==> src/rtl/ser_tx_pkg.sv <==
package ser_tx_pkg;
  typedef enum logic {
    SCK_INTERNAL = 1'b0,
    SCK_EXTERNAL = 1'b1
  } sck_src_e;

  typedef struct packed {
    logic fall;
    logic rise;
  } sck_evt_t;
endpackage

==> src/rtl/sck_engine.sv <==
module sck_engine
  import ser_tx_pkg::*;
#(
  parameter int CLK_DIV     = 4,
  parameter int SYNC_STAGES = 2
) (
  input  logic     clk,
  input  logic     rst_n,
  input  sck_src_e src_i,
  input  logic     run_i,
  input  logic     start_i,
  input  logic     sck_pin_i,
  output sck_evt_t evt_o,
  output logic     sck_o
);
  localparam int DW = (CLK_DIV > 1) ? $clog2(CLK_DIV) : 1;

  logic          sck_q;
  logic          tick;
  logic [SYNC_STAGES:0] chain_q;
  logic          ext_fall, ext_rise;

  generate
    if (CLK_DIV > 1) begin : g_div
      logic [DW-1:0] div_q;
      assign tick = run_i && (src_i == SCK_INTERNAL) && (div_q == DW'(CLK_DIV - 1));
      always_ff @(posedge clk or negedge rst_n) begin
        if (!rst_n)                                   div_q <= '0;
        else if (start_i || tick)                     div_q <= '0;
        else if (run_i && src_i == SCK_INTERNAL)      div_q <= div_q + 1'b1;
        else                                          div_q <= '0;
      end
    end else begin : g_nodiv
      assign tick = run_i && (src_i == SCK_INTERNAL);
    end
  endgenerate

  always_ff @(posedge clk or negedge rst_n) begin
    if (!rst_n)       sck_q <= 1'b1;
    else if (start_i) sck_q <= 1'b1;
    else if (tick)    sck_q <= ~sck_q;
    else if (!run_i || src_i != SCK_INTERNAL) sck_q <= 1'b1;
  end

  always_ff @(posedge clk or negedge rst_n) begin
    if (!rst_n) chain_q <= '1;
    else        chain_q <= {chain_q[SYNC_STAGES-1:0], sck_pin_i};
  end

  assign ext_fall = (src_i == SCK_EXTERNAL) &&  chain_q[SYNC_STAGES] && !chain_q[SYNC_STAGES-1];
  assign ext_rise = (src_i == SCK_EXTERNAL) && !chain_q[SYNC_STAGES] &&  chain_q[SYNC_STAGES-1];

  assign evt_o.fall = tick ?  sck_q : ext_fall;
  assign evt_o.rise = tick ? !sck_q : ext_rise;
  assign sck_o      = (src_i == SCK_EXTERNAL) ? 1'b1 : sck_q;


  idle_high_chk: assert property (@(posedge clk) disable iff (!rst_n)
    !run_i |=> sck_q);
endmodule

==> src/rtl/shift_unit.sv <==
module shift_unit #(
  parameter int DATA_W = 8
) (
  input  logic              clk,
  input  logic              rst_n,
  input  logic              load_i,
  input  logic [DATA_W-1:0] data_i,
  input  logic              shift_i,
  output logic              sout_o
);
  logic [DATA_W-1:0] sreg_q;

  always_ff @(posedge clk or negedge rst_n) begin
    if (!rst_n) begin
      sreg_q <= '0;
      sout_o <= 1'b1;
    end else if (load_i) begin
      sreg_q <= data_i;
    end else if (shift_i) begin
      sout_o <= sreg_q[0];
      sreg_q <= {1'b0, sreg_q[DATA_W-1:1]};
    end
  end


  hold_chk: assert property (@(posedge clk) disable iff (!rst_n)
    !shift_i |=> $stable(sout_o));
endmodule

==> src/rtl/xfer_ctrl.sv <==
module xfer_ctrl
  import ser_tx_pkg::*;
#(
  parameter int DATA_W = 8
) (
  input  logic     clk,
  input  logic     rst_n,
  input  logic     start_i,
  input  sck_evt_t evt_i,
  input  logic     irq_clr_i,
  output logic     busy_o,
  output logic     irq_o,
  output logic     rdy_n_o,
  output logic     rdy_o
);
  localparam int CW = (DATA_W > 1) ? $clog2(DATA_W) : 1;

  logic [CW-1:0] cnt_q;
  logic          busy_q, last_q, irq_q, rdy_n_q, rdy_q;
  logic          done;

  assign done = busy_q && evt_i.rise && last_q;

  always_ff @(posedge clk or negedge rst_n) begin
    if (!rst_n) begin
      cnt_q   <= '0;
      busy_q  <= 1'b0;
      last_q  <= 1'b0;
      rdy_n_q <= 1'b1;
      rdy_q   <= 1'b0;
    end else if (start_i) begin
      cnt_q   <= CW'(DATA_W - 1);
      busy_q  <= 1'b1;
      last_q  <= 1'b0;
      rdy_n_q <= 1'b0;
      rdy_q   <= 1'b1;
    end else if (busy_q) begin
      if (evt_i.fall) begin
        cnt_q   <= cnt_q - 1'b1;
        rdy_n_q <= 1'b1;
        if (cnt_q == '0) last_q <= 1'b1;
      end
      if (done) begin
        busy_q <= 1'b0;
        last_q <= 1'b0;
        rdy_q  <= 1'b0;
      end
    end
  end

  always_ff @(posedge clk or negedge rst_n) begin
    if (!rst_n)         irq_q <= 1'b0;
    else if (done)      irq_q <= 1'b1;
    else if (irq_clr_i) irq_q <= 1'b0;
  end

  assign busy_o  = busy_q;
  assign irq_o   = irq_q;
  assign rdy_n_o = rdy_n_q;
  assign rdy_o   = rdy_q;


  start_chk: assert property (@(posedge clk) disable iff (!rst_n)
    start_i |=> busy_q && !rdy_n_q && rdy_q && cnt_q == CW'(DATA_W - 1));

  rdy_pair_chk: assert property (@(posedge clk) disable iff (!rst_n)
    !rdy_n_q |-> rdy_q);

  first_fall_chk: assert property (@(posedge clk) disable iff (!rst_n)
    busy_q && evt_i.fall && !start_i |=> rdy_n_q);

  done_chk: assert property (@(posedge clk) disable iff (!rst_n)
    $fell(busy_q) |-> irq_q && !rdy_q);

  irq_hold_chk: assert property (@(posedge clk) disable iff (!rst_n)
    irq_q && !irq_clr_i |=> irq_q);
endmodule

==> src/rtl/ser_tx_port.sv <==
module ser_tx_port
  import ser_tx_pkg::*;
#(
  parameter int DATA_W      = 8,
  parameter int CLK_DIV     = 4,
  parameter int SYNC_STAGES = 2
) (
  input  logic              clk,
  input  logic              rst_n,
  input  logic              tx_en,
  input  logic              ext_clk_sel,
  input  logic              wr_valid,
  output logic              wr_ready,
  input  logic [DATA_W-1:0] wr_data,
  input  logic              irq_clr,
  output logic              irq,
  output logic              busy,
  input  logic              sck_in,
  output logic              sck_out,
  output logic              sout,
  output logic              rdy_n,
  output logic              rdy
);
  sck_src_e src;
  sck_evt_t evt;
  logic     start, shift_en;

  assign src      = sck_src_e'(ext_clk_sel);
  assign wr_ready = tx_en && !busy;
  assign start    = wr_valid && wr_ready;
  assign shift_en = evt.fall && (busy || src == SCK_EXTERNAL);

  sck_engine #(.CLK_DIV(CLK_DIV), .SYNC_STAGES(SYNC_STAGES)) u_sck (
    .clk(clk), .rst_n(rst_n), .src_i(src), .run_i(busy), .start_i(start),
    .sck_pin_i(sck_in), .evt_o(evt), .sck_o(sck_out)
  );

  shift_unit #(.DATA_W(DATA_W)) u_shift (
    .clk(clk), .rst_n(rst_n), .load_i(start), .data_i(wr_data),
    .shift_i(shift_en), .sout_o(sout)
  );

  xfer_ctrl #(.DATA_W(DATA_W)) u_ctrl (
    .clk(clk), .rst_n(rst_n), .start_i(start), .evt_i(evt), .irq_clr_i(irq_clr),
    .busy_o(busy), .irq_o(irq), .rdy_n_o(rdy_n), .rdy_o(rdy)
  );
endmodule

==> config.mk <==
export PLATFORM = sky130hd
export DESIGN_NAME = ser_tx_port
export DESIGN_NICKNAME = d
export VERILOG_FILES = /design/src/rtl/ser_tx_pkg.sv /design/src/rtl/sck_engine.sv /design/src/rtl/shift_unit.sv /design/src/rtl/xfer_ctrl.sv /design/src/rtl/ser_tx_port.sv
export SDC_FILE = /design/constraint.sdc
export NUM_CORES = 1
export LEC_CHECK = 0
export BUFFER_PORTS_ARGS = -buffer_cell sky130_fd_sc_hd__clkbuf_2
export CORE_MARGIN = 2
export CORE_UTILIZATION = 35
export CTS_BUF_LIST = sky130_fd_sc_hd__clkbuf_4 sky130_fd_sc_hd__clkbuf_8
export DETAILED_ROUTE_END_ITERATION = 12
export PLACE_DENSITY = 0.58
export SETUP_SLACK_MARGIN = 0.1
export SKIP_LAST_GASP = 1
export SYNTH_ARGS = -nofsm -noshare
export SYNTH_HDL_FRONTEND = slang
export SYNTH_SLANG_ARGS = --single-unit
export TNS_END_PERCENT = 100
==> constraint.sdc <==
create_clock -name clk -period 1.85 [get_ports clk]
set_input_delay 0.4625 -clock clk [delete_from_list [all_inputs] [get_ports clk]]
set_output_delay 0.4625 -clock clk [all_outputs]
set_load 0.1 [all_outputs]
==> summary.md <==
| Metric | Value |
|---|---|
| Status | complete, no violations |
| Gpl congestion | 0.740 |
| Post-Syn Area | 1180 µm² |
| Dominant cells by area after synthesis | dfrtp_1 36%, dfstp_2 13%, o211ai_1 4.5% |
| CTS tree | built |
| Bufs and invs on worst path | 1 |
| Crit Path Class | reg -> out |
| Setup TNS | 0 ps |
| Hold WS | 113 ps |
| Die Wd | 62.0 µm |
| Register bit total from synthesis | 23 |
| First-pass GRT wire length | 3360 µm |
| CTS root buf | clkbuf_4 |
| RSZ-0062 raised after global routing | no |
| Met2 usage | 0.193 |
| Combinational share of power | 0.446 |
| Final setup viols | 0 |
| Sequential-to-total area share from yosys stat | 0.496 |
| Initial antenna violation count | 0 |
| Critical path, cell by cell | nor2b_4 -> buf_12 |
| Netlist cell types | 35 |
| Post-synthesis mux area share | 0.0383 |
| Clock Power Share | 0.123 |
| Final Cell Area | 1380 µm² |
| Max Slew Vio Count | 0 |
| Adder-Cell Fraction of Synth Area | 0.0319 |
| Worst VDD drop | 0.582 mV |
| Starting Density | 0.358 |
| Placed inst area | 1330 µm² |
| Clock buffer depth | 2 |
| Crit. End Element | output pin |
| Met3 Usage GRT | 0.0435 |
| Fillers | 331 |
| Post-Syn Nets | 122 |
| H-tree Lvls | 1 |
| Drt total wl | 2140 µm |
| Num CTS Buffers | 3 |
| Crit-path max FO | 10 |
| Predominant post-synthesis flop cell | dfrtp_1 |
| Area leader, netlist | dfrtp_1 |
| Switching share of total power | 0.446 |
| Layout Nets | 144 |
| Final hold violations | 0 |
| # rows | 21 |
| Dpl hpwl | 1510 µm |
| Drt first-iter violations | 38 |
| CP peak stage delay | 580 ps |
| CP arrival | 1220 ps |
| Layout cells sized above 1 | 0.392 |
| Port bufs | 21 |
| Clock-pin slew on the worst setup and hold paths | 120 ps |
| Hold crit path type | in -> async |
| Max-cap viol count | 0 |
| Clk sink count | 23 |
| Die area | 3840 µm² |
| Syn Inst Count | 104 |
| Total GRT Usage | 0.119 |
| Lkg Pwr | 0.665 nW |
| Post-Synth XOR/XNOR Area | 0.00745 |
| Drt drc | 0 |
| Post-Synth Simple-Gate Area | 0.241 |
| Clk_skew | 6.60 ps |
| Grt ovf | 0 |
| Net Sw Power | 0.000893 W |
| Hold buffer count at CTS | 0 |
| Detailed-route via count | 852 |
| CP delay by family, top | flip-flops |
| Number of global-route vias before repair | 765 |
| Syn Area/Cell | 11.3 µm² |
| ANT nets after route | 0 |
| Grt peak-use layer | met2 |
| Crit path time final | 1680 ps |
| Max frequency | 0.595 GHz |
| Routed wire per std cell | 12.5 µm |
| Share of synthesized registers carrying an async set or reset | 1.00 |
| Die Ht | 62.0 µm |
| Slew HR | 0.626 |
| Final period util | 0.908 |
| Warnings from Yosys | 0 |
| Data required, critical path | 1390 ps |
| Largest family of logic cells by synthesized area | simple AND/OR/NAND/NOR gates |
| Reg2Reg Setup Slack | 360 ps |
| Crit-path slowest cell | dfrtp_4 |
| First-pass DRT Iterations | 4 |
| I/O pin count | 22 |
| Synth top area share | 0.362 |
| Power per cell area | 1460 nW/µm² |
| Clk Latency, worst-skew pair | 310 ps |
| Reg power frac | 0.431 |
| Instance count on the critical path | 2 |
| Overall power | 0.00200 W |
| Number of flops mapped to enable cells by yosys | 0 |
| CP Launch Type | flop |
| Largest net degree at the start of global routing | 24 |
| FF-to-FF path depth | 4 |
| Via density | 4.98 |
| Core box area | 3280 µm² |
| Antenna cells | 0 |
| Area Overhead vs Synth | 17.1% |
| Met1 usage | 0.150 |
| Tightest Pin Transition | 562 ps |
| Internal power | 0.00111 W |
| Synth Area in Compound Gates | 0.116 |
==> power by group through the flow <==
stage / Clock, W / Combinational (W) / Sequential, W
detailed placement: 0 / 0.000877 / 0.000881
CTS: 0.000259 / 0.000892 / 0.000870
global placement: 0 / 0.000863 / 0.000867
global route: 0.000272 / 0.000960 / 0.000894
finish: 0.000246 / 0.000893 / 0.000865
floorplan: 0 / 0.000462 / 0.00113
==> logic make-up (layout without fill, tap and decap cells) <==
kind of cell / after synthesis / count (layout)
simple gates: 43 / 43
flops: 23 / 23
compound gates: 18 / 18
buf+inv: 12 / 33
mux: 4 / 4
fa+ha+maj: 3 / 3
xor+xnor: 1 / 1
==> synth_stat cells (3+ instances only) <==
cell      number
and3b_2        4
mux2i_1        3
buf_6          4
o211ai_1       7
ha_1           3
inv_1          5
dfrtp_1       17
o21ai_0        3
nor2_1         4
o21a_1         3
nand3_1        8
dfstp_2        6
nand4_1        6
nand2_1       10
==> stage by stage <==
stage	std cells	worst slack [ps]	utilization
6_report	171	170	0.419
3_3_place_gp	165	256	0.404
4_1_cts	169	110	0.415
3_5_place_dp	165	238	0.404
2_1_floorplan	104	91.1	-
5_1_grt	171	121	0.419
==> layer usage <==
layer / vias up / routed length, µm
met5: - / 0
met2: 27 / 1010
li1: 417 / -
met4: 0 / 13
met1: 406 / 1000
met3: 2 / 108
==> repair_timing <==
item,CTS,global route
setup buffers,0,2
resized for setup,2,0
cloned,0,0
setup endpoints to repair,2,1
==> path summary, 6_finish.rpt <==
| kind | endpoint | from |
|---|---|---|
| setup / recovery | wr_ready | u_ctrl.busy_o |
| hold / removal | u_ctrl.cnt_q[0] | rst_n |
| setup reg to reg | u_shift.sout_o | u_sck.g_div.div_q[0] |
| hold reg to reg | u_sck.chain_q[1] | u_sck.chain_q[0] |
| max in group asynchronous | u_ctrl.busy_o | rst_n |
| min in group clk | u_sck.chain_q[0] | sck_in |
==> cells in the final DEF, fill, tap and decap left out <==
cell type / count
xor2_1: 1
nand4_1: 6
clkbuf_4: 6
and3b_2: 4
dfrtp_1: 16
o21a_1: 3
nand3b_4: 1
o22ai_1: 1
dfrtp_4: 1
a21oi_2: 1
nor2_1: 4
dfstp_2: 6
ha_1: 3
mux2_4: 1
clkbuf_2: 16
nor4b_1: 1
mux2i_1: 3
nor3b_1: 1
inv_1: 5
o21ai_2: 1
and4b_1: 1
or2_2: 1
buf_12: 2
nor4_1: 1
nor2b_4: 1
or3_2: 1
nand2b_1: 1
o211ai_1: 7
nand2_1: 10
nand3_1: 8
a31oi_1: 1
nand4b_4: 1
buf_4: 4
o21ai_0: 3
nand3b_2: 1
o21ai_4: 1
==> final cells by class <==
class / count / area [µm²] / area share
multi-input combinational: 69 / 519 / 0.377
tap: 46 / 57.6 / 0.0418
clock buffer: 4 / 30.0 / 0.0218
inverter: 5 / 18.8 / 0.0136
sequential: 23 / 587 / 0.426
timing repair buffer: 24 / 165 / 0.120
==> flip-flops by register name, summed over array words and instances (netlist names) <==
signal,cells
u_ctrl.busy_o,1
u_ctrl.cnt_q,3
u_ctrl.irq_o,1
u_ctrl.last_q,1
u_ctrl.rdy_n_o,1
u_ctrl.rdy_o,1
u_sck.chain_q,3
u_sck.g_div.div_q,2
u_sck.sck_q,1
u_shift.sout_o,1
u_shift.sreg_q,8
No activity file was read; power rests on OpenSTA's default activity.
